`src/rtl/mq_rd_pkg.sv`:
```
package mq_rd_pkg;
   // number of words held in the two-stage output path (0..2)
   typedef logic [1:0] pend_t;
endpackage

```
`src/rtl/mq_sel_guard.sv`:
```
module mq_sel_guard (
   input  logic clk,
   input  logic rst_n,
   input  logic sel_en,
   output logic sel_take
);
   logic blocked;

   assign sel_take = sel_en && !blocked;

   always_ff @(posedge clk) begin
      if (!rst_n) blocked <= 1'b0;
      else        blocked <= sel_take;
   end

   // two taken selects are never on adjacent edges
   assert_spacing_R8: assert property (@(posedge clk) disable iff (!rst_n)
      sel_take |=> !sel_take);
endmodule

```
`src/rtl/mq_ptr_bank.sv`:
```
module mq_ptr_bank
   import mq_rd_pkg::*;
#(
   parameter int NQ = 4,
   parameter int PW = 4,
   localparam int QW = $clog2(NQ)
) (
   input  logic             clk,
   input  logic             rst_n,
   input  logic             inc,
   input  logic [QW-1:0]    inc_q,
   input  logic             rb,
   input  logic [QW-1:0]    rb_q,
   input  pend_t            rb_n,
   output logic [NQ*PW-1:0] rd_ptrs
);
   for (genvar i = 0; i < NQ; i++) begin : g_q
      logic [PW-1:0] ptr;
      always_ff @(posedge clk) begin
         if (!rst_n)                       ptr <= '0;
         else if (rb && rb_q == QW'(i))    ptr <= ptr - PW'(rb_n);
         else if (inc && inc_q == QW'(i))  ptr <= ptr + 1'b1;
      end
      assign rd_ptrs[i*PW +: PW] = ptr;
   end

   // rollback and fetch never share an edge
   assert_rb_excl_R7: assert property (@(posedge clk) disable iff (!rst_n)
      rb |-> !inc);
endmodule

```
`src/rtl/mq_out_pipe.sv`:
```
module mq_out_pipe
   import mq_rd_pkg::*;
#(
   parameter int DW = 16
) (
   input  logic          clk,
   input  logic          rst_n,
   input  logic          flush,
   input  logic          rd_en_n,
   input  logic          fetch,
   input  logic [DW-1:0] fetch_data,
   output logic          s1_free,
   output logic          s1_v,
   output logic [DW-1:0] dout,
   output logic          valid_n,
   output pend_t         pend
);
   logic          o_v;
   logic [DW-1:0] s1_d;
   logic          consume, advance;

   assign consume = !rd_en_n && o_v && !flush;
   assign advance = s1_v && (!o_v || consume) && !flush;
   assign s1_free = !s1_v || advance;
   assign valid_n = !o_v;
   assign pend    = pend_t'(s1_v) + pend_t'(o_v);

   always_ff @(posedge clk) begin
      if (!rst_n) begin
         o_v  <= 1'b0;
         s1_v <= 1'b0;
         s1_d <= '0;
         dout <= '0;
      end else if (flush) begin
         o_v  <= 1'b0;
         s1_v <= 1'b0;
      end else begin
         if (advance) begin
            dout <= s1_d;
            o_v  <= 1'b1;
         end else if (consume) begin
            o_v  <= 1'b0;
         end
         if (fetch) begin
            s1_d <= fetch_data;
            s1_v <= 1'b1;
         end else if (advance) begin
            s1_v <= 1'b0;
         end
      end
   end

   // an untaken word stays put while the read strobe is high
   assert_hold_R3: assert property (@(posedge clk) disable iff (!rst_n)
      (!valid_n && rd_en_n && !flush) |=> (!valid_n && $stable(dout)));
   // a switch empties both stages
   assert_flush_R7: assert property (@(posedge clk) disable iff (!rst_n)
      flush |=> (valid_n && !s1_v));
   // running dry keeps the last word on the output
   assert_empty_keep_R5: assert property (@(posedge clk) disable iff (!rst_n)
      $rose(valid_n) |-> $stable(dout));
endmodule

```
`src/rtl/mq_fwft_rd.sv`:
```
module mq_fwft_rd
   import mq_rd_pkg::*;
#(
   parameter int DW  = 16,
   parameter int NQ  = 4,
   parameter int QAW = 3,
   localparam int QW    = $clog2(NQ),
   localparam int PW    = QAW + 1,
   localparam int NULLQ = NQ - 1
) (
   input  logic             clk,
   input  logic             rst_n,
   input  logic             rd_en_n,
   input  logic             sel_en,
   input  logic [QW-1:0]    sel_addr,
   input  logic [NQ*PW-1:0] wr_ptrs,
   output logic [QW+QAW-1:0] mem_addr,
   input  logic [DW-1:0]    mem_rdata,
   output logic [DW-1:0]    dout,
   output logic             valid_n
);
   if (NQ < 2 || (1 << QW) != NQ) begin : g_bad_nq
      $error("NQ must be a power of two of at least 2");
   end
   if (QAW < 1 || DW < 1) begin : g_bad_w
      $error("QAW and DW must be at least 1");
   end

   logic            sel_take, take_real, take_null;
   logic [QW-1:0]   cur_q, src_q;
   logic [NQ*PW-1:0] rd_ptrs;
   logic [PW-1:0]   rptr_cur, wptr_cur;
   logic            q_empty, fetch, s1_free, s1_v;
   pend_t           pend;

   mq_sel_guard i_guard (
      .clk(clk), .rst_n(rst_n), .sel_en(sel_en), .sel_take(sel_take));

   assign take_real = sel_take && (sel_addr != QW'(NULLQ));
   assign take_null = sel_take && (sel_addr == QW'(NULLQ));

   always_ff @(posedge clk) begin
      if (!rst_n) begin
         cur_q <= QW'(NULLQ);
         src_q <= '0;
      end else if (take_real) begin
         cur_q <= sel_addr;
         src_q <= sel_addr;
      end else if (take_null) begin
         cur_q <= QW'(NULLQ);
      end
   end

   assign rptr_cur = rd_ptrs[int'(cur_q)*PW +: PW];
   assign wptr_cur = wr_ptrs[int'(cur_q)*PW +: PW];
   assign q_empty  = (rptr_cur == wptr_cur);
   assign fetch    = !sel_take && (cur_q != QW'(NULLQ)) && !q_empty && s1_free;
   assign mem_addr = {cur_q, rptr_cur[QAW-1:0]};

   mq_ptr_bank #(.NQ(NQ), .PW(PW)) i_ptrs (
      .clk(clk), .rst_n(rst_n),
      .inc(fetch), .inc_q(cur_q),
      .rb(take_real), .rb_q(src_q), .rb_n(pend),
      .rd_ptrs(rd_ptrs));

   mq_out_pipe #(.DW(DW)) i_pipe (
      .clk(clk), .rst_n(rst_n), .flush(take_real), .rd_en_n(rd_en_n),
      .fetch(fetch), .fetch_data(mem_rdata),
      .s1_free(s1_free), .s1_v(s1_v), .dout(dout), .valid_n(valid_n),
      .pend(pend));

   // while parked, an empty first stage stays empty
   assert_park_idle_R6: assert property (@(posedge clk) disable iff (!rst_n)
      (cur_q == QW'(NULLQ) && $past(cur_q == QW'(NULLQ)) && !$past(s1_v)) |-> !s1_v);
endmodule

```
`config.mk`:
```
export PLATFORM = sky130hd
export DESIGN_NAME = mq_fwft_rd
export DESIGN_NICKNAME = d
export VERILOG_FILES = /design/src/rtl/mq_rd_pkg.sv /design/src/rtl/mq_sel_guard.sv /design/src/rtl/mq_ptr_bank.sv /design/src/rtl/mq_out_pipe.sv /design/src/rtl/mq_fwft_rd.sv
export SDC_FILE = /design/constraint.sdc
export NUM_CORES = 1
export LEC_CHECK = 0
export CAP_MARGIN = 10
export CORE_UTILIZATION = 51
export DETAILED_ROUTE_END_ITERATION = 6
export GPL_TIMING_DRIVEN = 0
export PLACE_DENSITY = 0.8
export SLEW_MARGIN = 20
export SYNTH_ARGS = -nofsm -noshare
export SYNTH_HDL_FRONTEND = slang
export SYNTH_SLANG_ARGS = --single-unit
```
`constraint.sdc`:
```
create_clock -name clk -period 3.1 [get_ports clk]
set_clock_uncertainty 0.1 [all_clocks]
set_input_delay 0.31 -clock clk [delete_from_list [all_inputs] [get_ports clk]]
set_output_delay 0.31 -clock clk [all_outputs]
set_load 0.02 [all_outputs]
```
== Word-level counts from Yosys, hierarchy flattened ==
Index checks and enable logic that the tools add are counted.

* Shifts and indexed selects: 2
* Multiplexer cells: 14
* Reduce and logical (&&, ||, !) cells: 39
* Equal/unequal tests: 10
* Bitwise gates (word level): 2
* Add/subtract/negate cells: 9

{| class="wikitable"
|+ Operators by type and width
! operator !! count
|-
| 2-to-1 mux 4 bit || 8
|-
| indexed part select 16 x 5 -> 4 bit || 2
|-
| logical AND 1 bit || 18
|-
| adder 4 x 1 -> 4 bit, second input constant || 4
|-
| subtractor 4 x 2 -> 4 bit || 4
|-
| nonzero test 2 bit || 7
|-
| equality test 2 bit, second input constant || 5
|-
| logical NOT 1 bit || 7
|-
| equality test 2 x 1 -> 1 bit, second input constant || 2
|-
| equality test 4 bit || 1
|-
| logical NOT 2 bit || 2
|-
| 2-to-1 mux 1 bit || 4
|-
| 2-to-1 mux 2 bit || 2
|-
| != test 2 bit, second input constant || 2
|-
| AND reduction 2 bit || 2
|-
| adder 1 x 1 -> 2 bit || 1
|-
| logical OR 1 bit || 2
|-
| NOT 1 bit || 2
|-
| OR reduction 2 bit || 1
|}

* Word-level logic and storage cells: 87
* Output and inout bits: 22
* Register bits: 55

== Longest topological paths before layout ==
* Word-level depth: 13
* Depth in mapped cells: 11
* Mapped depth without buffers: 10

== Hierarchy ==
From an unflattened synthesis, not the netlist that was laid out.

* Cell total of the unflattened synthesis: 315
* Area, all modules: 2941.6 sq um

{| class="wikitable"
|+ Modules (own cells, without submodules)
! module !! seq. area each (sq um) !! cells an instance !! instances !! area an instance (sq um)
|-
| mq_out_pipe || 680.7 || 153 || 1 || 1367.6
|-
| mq_ptr_bank || 320.3 || 125 || 1 || 1128.6
|-
| mq_fwft_rd || 80.1 || 34 || 1 || 410.4
|-
| mq_sel_guard || 20.0 || 3 || 1 || 35.0
|}

== Least setup slack after synthesis ==
OpenSTA, ideal clock, no wires.

* Path type: flip-flop to flip-flop
* Start: register i_guard.blocked
* End: register i_ptrs.g_q[0].ptr[3]
* Slack: 0.564 ns
* Data required time: 2.928 ns
* Library setup time: 0.072 ns
* Arrival time: 2.365 ns
* Cell stages (with the launch flop): 12
* Path through: dfxtp_1 -> nand2b_1 -> clkbuf_1 -> nor4b_1 -> nand2b_1 -> inv_1 -> ha_1 -> nor2b_1 -> o21ai_0 -> a21oi_1 -> a31oi_1 -> mux2i_1

* Word-level cells in the longest chain between the ends: 12

{| class="wikitable"
|+ RTL lines
! item !! RTL line !! source
|-
| from (decl) || mq_sel_guard.sv:7 || <nowiki>logic blocked;</nowiki>
|-
| from (signal assigned) || mq_sel_guard.sv:13 || <nowiki>else blocked <= sel_take;</nowiki>
|-
| logical NOT 1 bit (*) || mq_sel_guard.sv:9 || <nowiki>assign sel_take = sel_en && !blocked;</nowiki>
|-
| logical AND 1 bit (*) || mq_sel_guard.sv:9 ||
|-
| logical AND 1 bit || mq_fwft_rd.sv:39 || <nowiki>assign take_real = sel_take && (sel_addr != QW'(NULLQ));</nowiki>
|-
| logical NOT 1 bit || mq_out_pipe.sv:22, mq_out_pipe.sv:23 ||
|-
| logical AND 1 bit || mq_out_pipe.sv:22 || <nowiki>assign consume = !rd_en_n && o_v && !flush;</nowiki>
|-
| logical OR 1 bit || mq_out_pipe.sv:23 || <nowiki>assign advance = s1_v && (!o_v || consume) && !flush;</nowiki>
|-
| logical AND 1 bit (2 in series) || mq_out_pipe.sv:23 ||
|-
| logical OR 1 bit || mq_out_pipe.sv:24 || <nowiki>assign s1_free = !s1_v || advance;</nowiki>
|-
| logical AND 1 bit || mq_fwft_rd.sv:57 || <nowiki>assign fetch = !sel_take && (cur_q != QW'(NULLQ)) && !q_empty && s1_free;</nowiki>
|-
| logical AND 1 bit || mq_ptr_bank.sv:22 || <nowiki>else if (inc && inc_q == QW'(i)) ptr <= ptr + 1'b1;</nowiki>
|-
| nonzero test 2 bit (no line) || n/a ||
|-
| to (signal assigned) || mq_ptr_bank.sv:21 || <nowiki>else if (rb && rb_q == QW'(i)) ptr <= ptr - PW'(rb_n);</nowiki>
|-
| to (signal assigned) || mq_ptr_bank.sv:22 ||
|-
| to (decl) || mq_ptr_bank.sv:18 || <nowiki>logic [PW-1:0] ptr;</nowiki>
|}

Every way passes the cells marked *; elsewhere a longest branch is shown, timed or not.
A chain may end at the register's enable or synchronous reset.

== Worst setup path in the final report ==
* Start: input sel_en
* End: register i_ptrs.g_q[2].ptr[3]

* Word-level cells in the longest chain between the ends: 11

{| class="wikitable"
|+ RTL lines
! item !! RTL line !! source
|-
| from (decl) || mq_fwft_rd.sv:14 || <nowiki>input logic sel_en,</nowiki>
|-
| logical AND 1 bit (*) || mq_sel_guard.sv:9 ||
|-
| logical AND 1 bit || mq_fwft_rd.sv:39 ||
|-
| logical NOT 1 bit || mq_out_pipe.sv:22, mq_out_pipe.sv:23 ||
|-
| logical AND 1 bit || mq_out_pipe.sv:22 ||
|-
| logical OR 1 bit || mq_out_pipe.sv:23 ||
|-
| logical AND 1 bit (2 in series) || mq_out_pipe.sv:23 ||
|-
| logical OR 1 bit || mq_out_pipe.sv:24 ||
|-
| logical AND 1 bit || mq_fwft_rd.sv:57 ||
|-
| logical AND 1 bit || mq_ptr_bank.sv:22 ||
|-
| nonzero test 2 bit (no line) || n/a ||
|-
| to (signal assigned) || mq_ptr_bank.sv:21 ||
|-
| to (signal assigned) || mq_ptr_bank.sv:22 ||
|-
| to (decl) || mq_ptr_bank.sv:18 ||
|}

Marked as above.

==> impl_metrics.prom <==
# TYPE chip_impl_metric gauge
chip_impl_info{name="status",value="complete, no violations"} 1
chip_impl_metric{name="drv_cap",unit=""} 0
chip_impl_metric{name="yosysUniqueCellTypes",unit=""} 38
chip_impl_metric{name="setup_slack_on_the_worst_flop_to_flop_path",unit="ns"} 0.36
chip_impl_metric{name="ctsHoldBuffers",unit=""} 0
chip_impl_metric{name="instances_no_fill",unit=""} 456
chip_impl_metric{name="postRouteWirelength",unit="µm"} 6640
chip_impl_metric{name="count_of_buffers_inserted_at_the_top_level_ports",unit=""} 58
chip_impl_metric{name="p_total",unit="mW"} 1.42
chip_impl_metric{name="globalRouteOverflowTotal",unit=""} 0
chip_impl_metric{name="ys_warn_count",unit=""} 0
chip_impl_metric{name="avgViaCountPerCell",unit=""} 5.30
chip_impl_metric{name="antenna_left",unit=""} 0
chip_impl_metric{name="grt_util_all_layers",unit="%"} 23.1
chip_impl_info{name="setup.worst_path.end_class",value="register"} 1
chip_impl_metric{name="final.period_utilization",unit="%"} 93.0
chip_impl_info{name="worstHoldPathType",value="reg -> reg"} 1
chip_impl_metric{name="finalCriticalPeriod",unit="ns"} 2.88
chip_impl_metric{name="core_region_area",unit="mm²"} 0.00551
chip_impl_metric{name="syn2layout_area_growth",unit="%"} 26.4
chip_impl_metric{name="drt_iter0_drc",unit=""} 91
chip_impl_metric{name="cts_max_path_buffers",unit=""} 2
chip_impl_metric{name="cp_data_required_time",unit="ns"} 3.25
chip_impl_metric{name="dp_hpwl",unit="µm"} 4910
chip_impl_metric{name="ys_seq_area_share",unit="%"} 37.9
chip_impl_metric{name="cts.clk_slew.worst_paths",unit="ns"} 0.10
chip_impl_metric{name="syn_area",unit="mm²"} 0.00291
chip_impl_metric{name="max_slew.worst_pin.slew",unit="ns"} 0.590
chip_impl_metric{name="vertical_die_dimension",unit="µm"} 77.5
chip_impl_info{name="tritoncts",value="yes"} 1
chip_impl_metric{name="die_x",unit="µm"} 77.5
chip_impl_metric{name="grt_antenna_before_repair",unit=""} 0
chip_impl_metric{name="worst_ep_arrival_time",unit="ns"} 3.03
chip_impl_metric{name="placement_rows",unit=""} 27
chip_impl_metric{name="place_congestion",unit=""} 0.806
chip_impl_metric{name="die-area",unit="mm²"} 0.00600
chip_impl_metric{name="syn_inst",unit=""} 318
chip_impl_metric{name="cts_buf_count",unit=""} 5
chip_impl_metric{name="clock_sink_count",unit=""} 55
chip_impl_metric{name="ys_ff_latch",unit=""} 55
chip_impl_metric{name="drive_above_1_share",unit="%"} 5.99
chip_impl_metric{name="io_pins",unit=""} 60
chip_impl_metric{name="number_of_antenna_cells_inserted",unit=""} 0
chip_impl_metric{name="critical_path_peak_fanout",unit=""} 7
chip_impl_info{name="setup_repair_after_global_routing_missed_its_margin",value="false"} 1
chip_impl_metric{name="drcViolationCount",unit=""} 0
chip_impl_metric{name="report.final.slew_viol_count",unit=""} 0
chip_impl_metric{name="grt_pass1_vias",unit=""} 2390
chip_impl_metric{name="slew-limit-headroom",unit="%"} 60.6
chip_impl_info{name="cp-start-kind",value="input pin"} 1
chip_impl_metric{name="final_hold_viol_count",unit=""} 0
chip_impl_metric{name="fin_nets",unit=""} 436
chip_impl_metric{name="placed_cells",unit=""} 448
chip_impl_metric{name="initial_cell_density_of_the_core",unit="%"} 52.8
chip_impl_metric{name="later_pin_clock_latency_in_the_skew_report",unit="ns"} 0.31
chip_impl_metric{name="p_leak",unit="nW"} 1.51
chip_impl_metric{name="htree_levels",unit=""} 2
chip_impl_info{name="cts-root-buf",value="clkbuf_8"} 1
chip_impl_metric{name="grt_max_degree",unit=""} 19
chip_impl_metric{name="max_freq",unit="MHz"} 347
chip_impl_metric{name="mappedNetlistNets",unit=""} 371
chip_impl_metric{name="vdd_ir_drop_max",unit="V"} 0.000209
chip_impl_metric{name="utilization",unit="%"} 66.7
chip_impl_metric{name="number_of_setup_violations_in_the_final_report",unit=""} 0
chip_impl_metric{name="grt_pass1_wl",unit="µm"} 10900
chip_impl_metric{name="synth.avg_cell_area",unit="µm²"} 9.14
chip_impl_metric{name="power.density_cell_area",unit="mW/mm²"} 387
chip_impl_metric{name="wl_per_cell",unit="µm"} 14.6
chip_impl_metric{name="first_pass_iters",unit=""} 4
chip_impl_info{name="type_of_the_worst_setup_path",value="in -> reg"} 1
chip_impl_metric{name="total_via_count_in_the_routed_design",unit=""} 2417
==> worst max-delay path, stage by stage <==
cell,delay (ns)
clkdlybuf4s50_1,0.47
nor2b_1,0.36
and4b_1,0.27
clkbuf_1,0.22
nor2b_1,0.27
ha_1,0.27
nor2b_1,0.13
o21ai_0,0.22
a21oi_1,0.10
a31oi_1,0.21
mux2i_1,0.20
==> flip-flops by register name, indices dropped and copies added, names as in the netlist <==
register         count
i_pipe.dout         16
i_guard.blocked      1
cur_q                2
i_ptrs.g_q.ptr      16
i_pipe.s1_d         16
i_pipe.o_v           1
i_pipe.s1_v          1
src_q                2
==> cell usage after synthesis <==
cell        n  area (µm²)
nor3_1      1        5.00
nor2_1      8        30.0
mux4_1      4         105
nand4_2     1        12.5
or3_1       1        6.26
nand3_1     3        15.0
mux2i_1    29         290
nor2b_1     5        31.3
o21ai_0     6        30.0
ha_1       11         138
xnor2_1     4        35.0
xor2_1      2        17.5
nand2b_1   12        75.1
and4b_1     1        10.0
nor4b_1     2        17.5
and2_1      3        18.8
nand4b_1    1        8.76
nand4_1     1        6.26
nand2_1    87         327
a2111oi_0   1        8.76
clkbuf_1   14        52.6
a21oi_1     8        40.0
dfxtp_1    55        1100
mux4_2      4        90.1
or2b_1      1        7.51
xnor2_2     1        16.3
nor3b_1     2        15.0
inv_1      13        48.8
o2111a_1    1        11.3
or2_2       2        12.5
buf_2       1        5.00
buf_6       2        22.5
fa_1        4        80.1
and3_1      3        18.8
a21boi_0   18         135
a31oi_1     3        18.8
o221a_2     2        22.5
buf_12      1        20.0
==> through the flow <==
stage	cell area, µm²	setup TNS, ns	setup slack (ns)	hold WS [ns]
3_3_place_gp	3580	-0.260	-0.241	0.343
6_report	3670	0	0.217	0.367
2_1_floorplan	2910	0	0.564	0.335
5_1_grt	3670	0	0.00329	0.388
3_5_place_dp	3580	-0.547	-0.340	0.350
4_1_cts	3670	0	0.219	0.371
==> logic make-up after synthesis <==
family,share of synthesized area (%)
DFF,37.9
AOI/OAI and AO/OA,9.17
and+or+nand+nor,21.2
xor gates and xnor gates,2.37
buffers and inverters,5.12
adders and majority gates,7.49
muxes,16.7
==> power breakdown <==
group          switching, mW  internal, mW
Sequential            0.0220         0.734
Clock                  0.249         0.164
Combinational          0.116         0.136
Total                  0.387          1.03
==> layer usage <==
layer / vias to the layer above / GRT usage (%) / wire length, µm
li1: 1198 / - / -
met1: 1148 / 29.5 / 3010
met2: 66 / 41.0 / 3270
met3: 5 / 3.06 / 332
met4: 0 / 5.85 / 36
met5: - / 0 / 0
==> what timing repair did <==
action                     in CTS  in global routing
setup buffers                   0                  0
resized for setup               1                  0
setup endpoints to repair       1                  0
==> cells in the final DEF, fill, tap and decap left out, types with 4 or more instances in the layout <==
cell             count
o21ai_0              6
mux2i_1             29
fa_1                 4
nand2_1             87
dfxtp_1             55
mux4_1               4
a21boi_0            18
clkbuf_1            14
xnor2_1              4
nand2b_1            12
inv_1               13
nor2b_1              5
mux4_2               4
nor2_1               8
clkbuf_8             5
clkdlybuf4s50_1     58
ha_1                11
a21oi_1              8
==> final cells by class <==
| type | count | area [µm²] |
|---|---|---|
| Sequential cell | 55 | 1100 |
| Clock buffer | 5 | 68.8 |
| Clock inverter | 3 | 22.5 |
| Timing Repair Buffer | 58 | 581 |
| Tap cell | 72 | 90.1 |
| Multi-Input combinational cell | 232 | 1660 |
| Buffer | 18 | 100 |
| Inverter | 13 | 48.8 |
| Fill cell | 457 | 1830 |
==> path summary, 6_finish.rpt <==
kind                                 startpoint                   end  cells past startpoint
worst min register to register  i_pipe.dout[11]       i_pipe.dout[11]                      2
worst max-delay path                     sel_en  i_ptrs.g_q[2].ptr[3]                     11
worst min-delay path            i_pipe.dout[11]       i_pipe.dout[11]                      2
worst max register to register  i_guard.blocked  i_ptrs.g_q[0].ptr[3]                     11
Note: power is estimated with default switching activity, not from simulation.
